<file path="config.mk">
export PLATFORM = sky130hd
export DESIGN_NAME = cfa_aligner
export DESIGN_NICKNAME = d
export VERILOG_FILES = /design/src/rtl/cfa_pkg.sv /design/src/rtl/cfa_window.sv /design/src/rtl/cfa_ctrl.sv /design/src/rtl/cfa_aligner.sv
export SDC_FILE = /design/constraint.sdc
export NUM_CORES = 1
export LEC_CHECK = 0
export BUFFER_PORTS_ARGS = -buffer_cell sky130_fd_sc_hd__buf_2
export CAP_MARGIN = 20
export CELL_PAD_IN_SITES_DETAIL_PLACEMENT = 0
export CELL_PAD_IN_SITES_GLOBAL_PLACEMENT = 1
export CORE_AREA = 5 5 268 270
export DETAILED_ROUTE_END_ITERATION = 8
export DIE_AREA = 0 0 273 275
export PLACE_DENSITY = 0.48
export SLEW_MARGIN = 0
export SYNTH_ARGS = -nofsm -noshare
export SYNTH_HDL_FRONTEND = slang
export SYNTH_HIERARCHICAL = 1
export SYNTH_SLANG_ARGS = --single-unit
</file>
<file path="constraint.sdc">
create_clock -name clk -period 8.1 [get_ports clk]
set_input_delay 1.62 -clock clk [delete_from_list [all_inputs] [get_ports clk]]
set_output_delay 1.62 -clock clk [all_outputs]
set_load 0.02 [all_outputs]
</file>
<file path="src/rtl/cfa_pkg.sv">
package cfa_pkg;

    typedef enum logic [2:0] {
        ACT_NONE,
        ACT_LO16,
        ACT_FULL32,
        ACT_HI16,
        ACT_HI32,
        ACT_PARK,
        ACT_RESID
    } act_e;

    typedef struct packed {
        logic res_v;
        logic cur_hi;
        logic skip_lo;
    } flags_t;

    function automatic logic is_short(input logic [15:0] h);
        return h[1:0] != 2'b11;
    endfunction

endpackage

</file>
<file path="src/rtl/cfa_window.sv">
module cfa_window #(
    parameter int LINE_BYTES = 64,
    localparam int WORDS  = LINE_BYTES / 4,
    localparam int IDX_W  = $clog2(WORDS),
    localparam int LINE_W = LINE_BYTES * 8
) (
    input  logic [LINE_W-1:0] line,
    input  logic [IDX_W-1:0]  idx,
    output logic [31:0]       word,
    output logic [15:0]       next_half,
    output logic              next_in_line
);
    logic [31:0] words [WORDS];

    for (genvar g = 0; g < WORDS; g++) begin : g_word
        assign words[g] = line[g*32 +: 32];
    end

    logic [IDX_W-1:0] idx_nx;
    assign idx_nx       = idx + IDX_W'(1);
    assign next_in_line = (idx != IDX_W'(WORDS - 1));
    assign word         = words[idx];
    assign next_half    = next_in_line ? words[idx_nx][15:0] : 16'h0000;

endmodule

</file>
<file path="src/rtl/cfa_ctrl.sv">
module cfa_ctrl
    import cfa_pkg::*;
#(
    parameter int XLEN   = 64,
    parameter int PRED_W = 4
) (
    input  logic              clk,
    input  logic              rst,
    input  logic              flush,
    input  logic              pkt_valid,
    output logic              pkt_ready,
    input  logic [XLEN-1:0]   pkt_pc,
    input  logic [PRED_W-1:0] pkt_pred_lo,
    input  logic [PRED_W-1:0] pkt_pred_hi,
    input  logic [31:0]       word,
    input  logic [15:0]       next_half,
    input  logic              next_in_line,
    output logic              dec_valid,
    input  logic              dec_ready,
    output logic [31:0]       dec_instr,
    output logic              dec_short,
    output logic [XLEN-1:0]   dec_pc,
    output logic [PRED_W-1:0] dec_pred
);
    flags_t            st;
    logic [15:0]       res_half;
    logic [XLEN-1:0]   res_pc;
    logic [PRED_W-1:0] res_pred;

    act_e            act;
    logic [XLEN-1:0] base;
    logic [15:0]     lo, hi;
    logic            start_hi, fire;

    assign base     = {pkt_pc[XLEN-1:2], 2'b00};
    assign lo       = word[15:0];
    assign hi       = word[31:16];
    assign start_hi = pkt_pc[1] | st.skip_lo | st.cur_hi;

    always_comb begin
        act = ACT_NONE;
        if (pkt_valid && !flush) begin
            if (st.res_v)            act = ACT_RESID;
            else if (!start_hi)      act = is_short(lo) ? ACT_LO16 : ACT_FULL32;
            else if (is_short(hi))   act = ACT_HI16;
            else if (next_in_line)   act = ACT_HI32;
            else                     act = ACT_PARK;
        end
    end

    always_comb begin
        dec_instr = 32'h0;
        dec_short = 1'b0;
        dec_pc    = base;
        dec_pred  = pkt_pred_lo;
        case (act)
            ACT_RESID: begin
                dec_instr = {lo, res_half};
                dec_pc    = res_pc;
                dec_pred  = res_pred;
            end
            ACT_LO16: begin
                dec_instr = {16'h0000, lo};
                dec_short = 1'b1;
            end
            ACT_FULL32: dec_instr = word;
            ACT_HI16: begin
                dec_instr = {16'h0000, hi};
                dec_short = 1'b1;
                dec_pc    = base + XLEN'(2);
                dec_pred  = pkt_pred_hi;
            end
            ACT_HI32: begin
                dec_instr = {next_half, hi};
                dec_pc    = base + XLEN'(2);
                dec_pred  = pkt_pred_hi;
            end
            default: ;
        endcase
    end

    assign dec_valid = (act != ACT_NONE) && (act != ACT_PARK);
    assign fire      = dec_valid && dec_ready;
    assign pkt_ready = (act == ACT_PARK) ||
                       (fire && (act == ACT_FULL32 || act == ACT_HI16 || act == ACT_HI32));

    always_ff @(posedge clk) begin
        if (rst) begin
            st       <= '0;
            res_half <= '0;
            res_pc   <= '0;
            res_pred <= '0;
        end else if (flush) begin
            st <= '0;
        end else begin
            case (act)
                ACT_RESID: if (fire) begin
                    st.res_v  <= 1'b0;
                    st.cur_hi <= 1'b1;
                end
                ACT_LO16: if (fire) st.cur_hi <= 1'b1;
                ACT_FULL32, ACT_HI16: if (fire) begin
                    st.cur_hi  <= 1'b0;
                    st.skip_lo <= 1'b0;
                end
                ACT_HI32: if (fire) begin
                    st.cur_hi  <= 1'b0;
                    st.skip_lo <= 1'b1;
                end
                ACT_PARK: begin
                    st.res_v   <= 1'b1;
                    st.cur_hi  <= 1'b0;
                    st.skip_lo <= 1'b0;
                    res_half   <= hi;
                    res_pc     <= base + XLEN'(2);
                    res_pred   <= pkt_pred_hi;
                end
                default: ;
            endcase
        end
    end

    // flag agrees with the emitted encoding
    a_r6_flag_matches: assert property (@(posedge clk) disable iff (rst)
        dec_valid |-> (dec_short == (dec_instr[1:0] != 2'b11)));

    // compressed instructions carry a zero upper half
    a_r6_upper_zero: assert property (@(posedge clk) disable iff (rst)
        (dec_valid && dec_short) |-> (dec_instr[31:16] == 16'h0000));

    // nothing offered or taken during flush
    a_r7_flush_quiet: assert property (@(posedge clk) disable iff (rst)
        flush |-> (!dec_valid && !pkt_ready));

    // stalled output holds
    a_r8_hold: assert property (@(posedge clk) disable iff (rst)
        (dec_valid && !dec_ready && !flush) |=>
        (flush || (dec_valid && $stable(dec_instr) && $stable(dec_pc) && $stable(dec_pred))));

    // no packet taken while decode refuses
    a_r8_no_take: assert property (@(posedge clk) disable iff (rst)
        (dec_valid && !dec_ready) |-> !pkt_ready);

    // a silent take is followed by the joined 32-bit instruction
    a_r5_park_then_join: assert property (@(posedge clk) disable iff (rst)
        (pkt_valid && pkt_ready && !dec_valid) |=>
        (flush || !pkt_valid || (dec_valid && !dec_short)));

    // packet addresses are halfword aligned
    a_r4_half_aligned: assert property (@(posedge clk) disable iff (rst)
        pkt_valid |-> !pkt_pc[0]);

endmodule

</file>
<file path="src/rtl/cfa_aligner.sv">
module cfa_aligner #(
    parameter int XLEN       = 64,
    parameter int PRED_W     = 4,
    parameter int LINE_BYTES = 64,
    localparam int LINE_W    = LINE_BYTES * 8,
    localparam int IDX_W     = $clog2(LINE_BYTES / 4)
) (
    input  logic              clk,
    input  logic              rst,
    input  logic              flush,
    input  logic              pkt_valid,
    output logic              pkt_ready,
    input  logic [XLEN-1:0]   pkt_pc,
    input  logic [PRED_W-1:0] pkt_pred_lo,
    input  logic [PRED_W-1:0] pkt_pred_hi,
    input  logic [LINE_W-1:0] pkt_line,
    output logic              dec_valid,
    input  logic              dec_ready,
    output logic [31:0]       dec_instr,
    output logic              dec_short,
    output logic [XLEN-1:0]   dec_pc,
    output logic [PRED_W-1:0] dec_pred
);
    logic [31:0] word;
    logic [15:0] next_half;
    logic        next_in_line;

    cfa_window #(.LINE_BYTES(LINE_BYTES)) u_window (
        .line         (pkt_line),
        .idx          (pkt_pc[IDX_W+1:2]),
        .word         (word),
        .next_half    (next_half),
        .next_in_line (next_in_line)
    );

    cfa_ctrl #(.XLEN(XLEN), .PRED_W(PRED_W)) u_ctrl (
        .clk          (clk),
        .rst          (rst),
        .flush        (flush),
        .pkt_valid    (pkt_valid),
        .pkt_ready    (pkt_ready),
        .pkt_pc       (pkt_pc),
        .pkt_pred_lo  (pkt_pred_lo),
        .pkt_pred_hi  (pkt_pred_hi),
        .word         (word),
        .next_half    (next_half),
        .next_in_line (next_in_line),
        .dec_valid    (dec_valid),
        .dec_ready    (dec_ready),
        .dec_instr    (dec_instr),
        .dec_short    (dec_short),
        .dec_pc       (dec_pc),
        .dec_pred     (dec_pred)
    );

endmodule

</file>
* Word level (Yosys, flattened, before mapping)
Cells that the tools add are included.
** Word-level totals
- Register bits :: 87
- Input port bits :: 589
- Output and inout port bits :: 103
- Word-level logic and storage cells :: 72
** Cells by class
- Equal/unequal tests :: 14
- Reduce and logical (&&, ||, !) cells :: 20
- $lt $le $gt $ge :: 2
- Multiplexer cells :: 23
- $add $sub $neg :: 2
- Bitwise gates (word level) :: 5
** Operators with widths (count)
- 32-bit binary-select mux with 4-bit select :: 2
- 32-bit one-hot mux with 5 select lines :: 1
- 64-bit one-hot mux with 2 select lines :: 1
- 64-bit by 2-bit adder with 64-bit output (second input constant) :: 1
- 32-bit two-way mux :: 2
- 16-bit two-way mux :: 3
- 3-bit two-way mux :: 4
- 5-bit >= comparator (second input constant) :: 2
- 4-bit inverter with 5-bit output :: 2
- 3-bit == test (second input constant) :: 3
- 2-bit by 1-bit inequality test with 1-bit output (second input constant) :: 4
- 4-bit one-hot mux with 2 select lines :: 1
- 2-bit OR reduction :: 4
- 3-bit by 2-bit == test with 1-bit output (second input constant) :: 2
- 2-bit two-way mux :: 3
- 3-bit nonzero test :: 2
- 1-bit one-hot mux with 5 select lines :: 1
- 5-bit AND reduction :: 1
- 5-bit nonzero test :: 1
- 4-bit by 1-bit adder with 4-bit output (second input constant) :: 1
- 1-bit logical AND :: 4
- 2-bit inequality test (second input constant) :: 2
- 4-bit inequality test (second input constant) :: 1
- 2-bit AND reduction :: 2
- 11 further kinds :: 16

* Logic depth before layout (Yosys ltp)
- Depth in word-level cells :: 14
- Depth in mapped cells :: 13
- Gate-level depth less buffers :: 7

* Modules after synthesis
Netlist, hierarchy kept.
** Modules (own cells, without submodules)
- cfa_window :: times used 1, area each 6052.1 µm², cells an instance 430
- cfa_ctrl :: times used 1, area each 4389.2 µm², cells an instance 678

* Least setup slack after synthesis
OpenSTA, ideal clock, no wires.
- Path kind :: input-to-output
- Start point :: input port pkt_pc[2]
- End point :: output port dec_pred[0]
- Data required time :: 6.480 ns
- Setup slack :: 2.518 ns
- Cell stages on the path :: 9
- Arrival :: 3.962 ns
- Path through :: buf_6 buf_2 mux4_2 mux4_2 and3b_1 nor3_1 buf_2 a22o_1 a21o_1
** On the way
- Cells in the longest elaborated chain, start to end :: 12
- Elaborated cells between the ends (all ways) :: 18
- Those cells by class :: eq/ne: 6; mux: 10; bitwise: 1; reduce/logical: 1
** RTL lines
- start: declaration :: RTL line cfa_aligner.sv:13 : input logic [XLEN-1:0] pkt_pc,
- 4-bit inverter with 5-bit output (implied by the code) (*) :: RTL line cfa_window.sv:22 : assign word = words[idx];
- 32-bit binary-select mux with 4-bit select (*) :: RTL line cfa_window.sv:22
- 32-bit two-way mux (implied by the code) (*) (2 in a row) :: RTL line cfa_window.sv:22
- named net word[16] :: RTL line cfa_aligner.sv:24 : logic [31:0] word;
- 2-bit inequality test (*) :: RTL line cfa_pkg.sv:20 : return h[1:0] != 2'b11;
- 3-bit two-way mux (*) :: RTL line cfa_ctrl.sv:45 : else if (is_short(hi)) act = ACT_HI16;
- 3-bit two-way mux (*) :: RTL line cfa_ctrl.sv:44 : else if (!start_hi) act = is_short(lo) ? ACT_LO16 : ACT_FULL32;
- 3-bit two-way mux (*) :: RTL line cfa_ctrl.sv:43 : if (st.res_v) act = ACT_RESID;
- 3-bit two-way mux (*) :: RTL line cfa_ctrl.sv:42 : if (pkt_valid && !flush) begin
- 3-bit == test or 3-bit by 2-bit == test with 1-bit output (tied branches) :: RTL line cfa_ctrl.sv:56 : case (act)
- 2-bit OR reduction (no source line)
- 4-bit one-hot mux with 2 select lines (*) :: RTL line cfa_ctrl.sv:56
- end: declaration :: RTL line cfa_aligner.sv:22 : output logic [PRED_W-1:0] dec_pred
The timed path passes the listed nets; every way through them passes the cells marked *. The select of a mux whose other input is x is not followed.

* Worst setup path after layout
- Start point :: input port pkt_pc[2]
- End point :: output port dec_instr[26]
** On the way
- Elaborated cells between the ends (all ways) :: 25
- Those cells by class :: add/sub: 1; eq/ne: 8; mux: 14; bitwise: 2
** RTL lines
- 4-bit inverter with 5-bit output (implied by the code) :: RTL line cfa_window.sv:22
- 32-bit binary-select mux with 4-bit select :: RTL line cfa_window.sv:22
- 32-bit two-way mux (implied by the code) (2 in a row) :: RTL line cfa_window.sv:22
- named net word[10] :: RTL line cfa_aligner.sv:24
- 32-bit one-hot mux with 5 select lines :: RTL line cfa_ctrl.sv:56
- end: declaration :: RTL line cfa_aligner.sv:19 : output logic [31:0] dec_instr,
The timed path passes the listed nets, and every way through them passes these cells. The select of a mux whose other input is x is not followed.

==> flow_summary_export.csv <==
group,metric,value,unit
clocking,path_clk_slew,70,ps
critical_path,reg2reg_to,"u_ctrl/res_pc[57]",
critical_path,timing.rr.start,"u_ctrl/st[2]",
die,die_area,75080,um2
clocking,cts_hold_buf,0,
logic_synthesis,synthTopCellsByArea,"mux4_2, dfxtp_1, nand2_1",
clocking,postCtsSetupBuffers,0,
critical_path,path_cells,"buf_8 > buf_4 > buf_4 > mux4_2 > mux4_2 > a222oi_1 > inv_1 > buf_2",
sta,setup_viol,0,
logic_synthesis,yosysUniqueCellTypes,41,
pwr,p_leak,6.705,nW
pwr,pwr_density_cell,111.7,nW/um2
clocking,cts.path.max_buffers,2,
critical_path,critPathLaunchType,"input pin",
critical_path,crit_family,"buffers and inverters",
sta,drv_slew,0,
placed_design,placed_cells,2645,
logic_synthesis,async_flop_share,0,%
die,fp.dieH,275,um
die,initial_core_util,15.07,%
outcome,status,"completed",
clocking,root_buffer,"clkbuf_16",
logic_synthesis,synth_top_area_cell,"mux4_2",
critical_path,end_kind,"output port",
grt,grt_max_degree,79,
pwr,max-vdd-ir-drop,0.09411,mV
critical_path,path_buf_inv,5,
sta,fin_skew,12.66,ps
grt,grt_use_total,17.49,%
clocking,numCtsBuffers,9,
critical_path,critPathKind,"input pin to output port",
sta,fin_crit_sh,81.51,%
sta,setup-tns-final,0,ps
logic_synthesis,synth_top_area_share,41.63,%
placed_design,dpl.hpwl,56840,um
placed_design,gp_congestion,0.8878,
clocking,post_cts_resized,0,
grt,first_global_vias,13079,
logic_synthesis,syn_area_per_cell,9.424,um2
sta,fmax,151.5,MHz
hold_path,hold_class,"register to register",
critical_path,crit_path_max_incr_delay,610,ps
critical_path,cp.depth,8,
critical_path,rrSetupSlack,5600,ps
sta,period_minus_slack,6602,ps
routing,drc,0,
sta,rsz0062_at_grt,"false",
critical_path,cp_max_fo,46,
layout,area_growth,45.02,%
sta,hold_violations,0,
die,fp.dieW,273,um
layout,final_cells,2678,
layout,final_layout_size_suffix_gt1_share,55.46,%
logic_synthesis,synth-edff-count,0,
grt,antenna_found_initial,28,
logic_synthesis,yosysSeqAreaShare,16.49,%
placed_design,io_buffers,689,
sta,tightest_slew,1099,ps
clocking,clk_latency,370,ps
critical_path,crit_arrival,4980,ps
clocking,h-tree-depth,3,
layout,fillers,7805,
critical_path,startpoint,"pkt_pc[2]",
routing,vias_per_cell,4.598,
critical_path,worstPathRequired,6480,ps
clocking,clkSinkCount,86,
layout,multi_input_area,8065,um2
logic_synthesis,syn_nets,1698,
clocking,tritoncts,"done",
critical_path,crit_path_end,"dec_instr[26]",
logic_synthesis,ys_seq_elements,86,
routing,drtIter0Drc,1003,
die,io_pins,692,
flow_run,cap_violations,0,
routing,drt_wl_total,69390,um
logic_synthesis,syn_inst,1108,
layout,nets,2307,
grt,grt_pass1_wl,95840,um
routing,num_vias,12314,
critical_path,cpMaxStageDelayCell,"mux4_2",
die,core.rowCount,97,
routing,post_drt_wl_per_cell,25.91,um
logic_synthesis,ys_warn_count,6,
routing,dr.pass1.iters,6,
logic_synthesis,syn-cell-area,10440,um2
logic_synthesis,ys.flop_type,"dfxtp_1",
sta,slew_headroom,26.71,%
routing,ant_nets,0,
grt,grt_overflow_total,0,
critical_path,worstRegToRegCells,5,
die,fp.coreArea,69300,um2
layout,seqCellArea,1722,um2
==> metrics by stage <==
stage	setup WS [ps]	power (mW)	utilization (%)	cell area [um2]	hold WS, ps
6_report	1498	1.691	21.85	15140	454.7
3_3_place_gp	1382	1.220	21.30	14760	441.4
3_5_place_dp	1343	1.228	21.30	14760	446.5
2_1_floorplan	2518	0.8584	-	10440	436.0
5_1_grt	1262	1.789	21.83	15130	468.6
4_1_cts	1341	1.742	21.78	15090	456.6
==> placed cells by master (no fill, tap or decap), drive strengths merged, types with 2 or more instances in the layout <==
master and count:
nor3 4, nor2 10, and3 4, mux4 193, inv 35, o22ai 16, diode 16, nor2b 2
nand3 17, a222oi 32, mux2 16, dfxtp 86, buf 714, o21ai 2, a32o 15, bufinv 2
clkinv 3, clkbuf 9, mux2i 47, a21o 5, a22o 4, o211ai 15, a21oi 84, nand2 392
==> state kept, by name (all words and copies together), names as in the netlist <==
name and count:
u_ctrl/res_half 16, u_ctrl/res_pc 63, u_ctrl/res_pred 4, u_ctrl/st 3
==> power breakdown <==
group | total, mW | internal [mW] | switching [mW]
sequential | 0.424 | 0.423 | 0.000400
clock | 0.486 | 0.275 | 0.211
combinational | 0.781 | 0.370 | 0.411
==> worst register-to-register path: cells and delay by family (launching register included) <==
kind | cells | cell delay [ps]
buffers and inverters | 1 | 580
and+or+nand+nor | 3 | 1360
AOI/OAI and AO/OA | 1 | 140
DFF | 1 | 370
==> how the worst min path moves through the flow <==
stage	start	endpoint	slack [ps]	cells after the start
5_1_grt	u_ctrl/res_pc[10]	u_ctrl/res_pc[10]	470	2
4_1_cts	u_ctrl/res_pc[19]	u_ctrl/res_pc[19]	460	2
3_5_place_dp	u_ctrl/res_pc[10]	u_ctrl/res_pc[10]	450	2
2_1_floorplan	u_ctrl/res_half[10]	u_ctrl/res_half[10]	440	2
6_report	u_ctrl/res_pc[33]	u_ctrl/res_pc[33]	450	2
3_3_place_gp	u_ctrl/res_half[4]	u_ctrl/res_half[4]	440	2
==> routing by layer <==
layer	GRT usage (%)	vias up	part of all wire [%]	wire [um]
met1	19.81	6167	37	25690
met4	4.115	2	2.4	1647
met5	0	-	0.010	7
met2	33.36	609	54	37170
li1	-	5446	-	-
met3	3.881	90	7.0	4875
==> cell type report <==
cell class / instances / area share (%)
Inverter: 33 / 0.8180
Clock inverter: 7 / 0.6858
Antenna cell: 16 / 0.2644
Tap cell: 940 / 7.767
Multi-Input combinational cell: 873 / 53.26
Timing Repair Buffer: 714 / 24.34
Clock buffer: 9 / 1.487
Sequential cell: 86 / 11.37
==> kinds of logic (layout without fill, tap and decap cells) <==
kind of cell / count (synthesis) / after routing / synth area share (%)
buffers and inverters: 149 / 763 / 7.022
xor gates and xnor gates: 2 / 2 / 0.2397
and+or+nand+nor: 436 / 436 / 16.51
other: 1 / 17 / 0.03592
adders and majority gates: 1 / 1 / 0.1198
muxes: 256 / 256 / 47.90
DFF: 86 / 86 / 16.49
AOI/OAI and AO/OA: 177 / 177 / 11.68
==> synthesized netlist by cell type (2+ instances only) <==
cell      instances
and3_1            4
a22o_1            4
a32o_1           15
nand2_1         392
o22ai_1          16
mux2_2           16
buf_6             7
a21o_1            5
dfxtp_1          86
mux4_2          193
buf_4            19
o211ai_1         15
clkbuf_1         49
o21ai_0           2
a222oi_1         32
nand3_1          17
nor2b_1           2
a21oi_1          84
nor3_1            3
buf_2            40
nor2_1           10
inv_1            33
mux2i_1          46
Note: power is estimated with default switching activity, not from simulation.
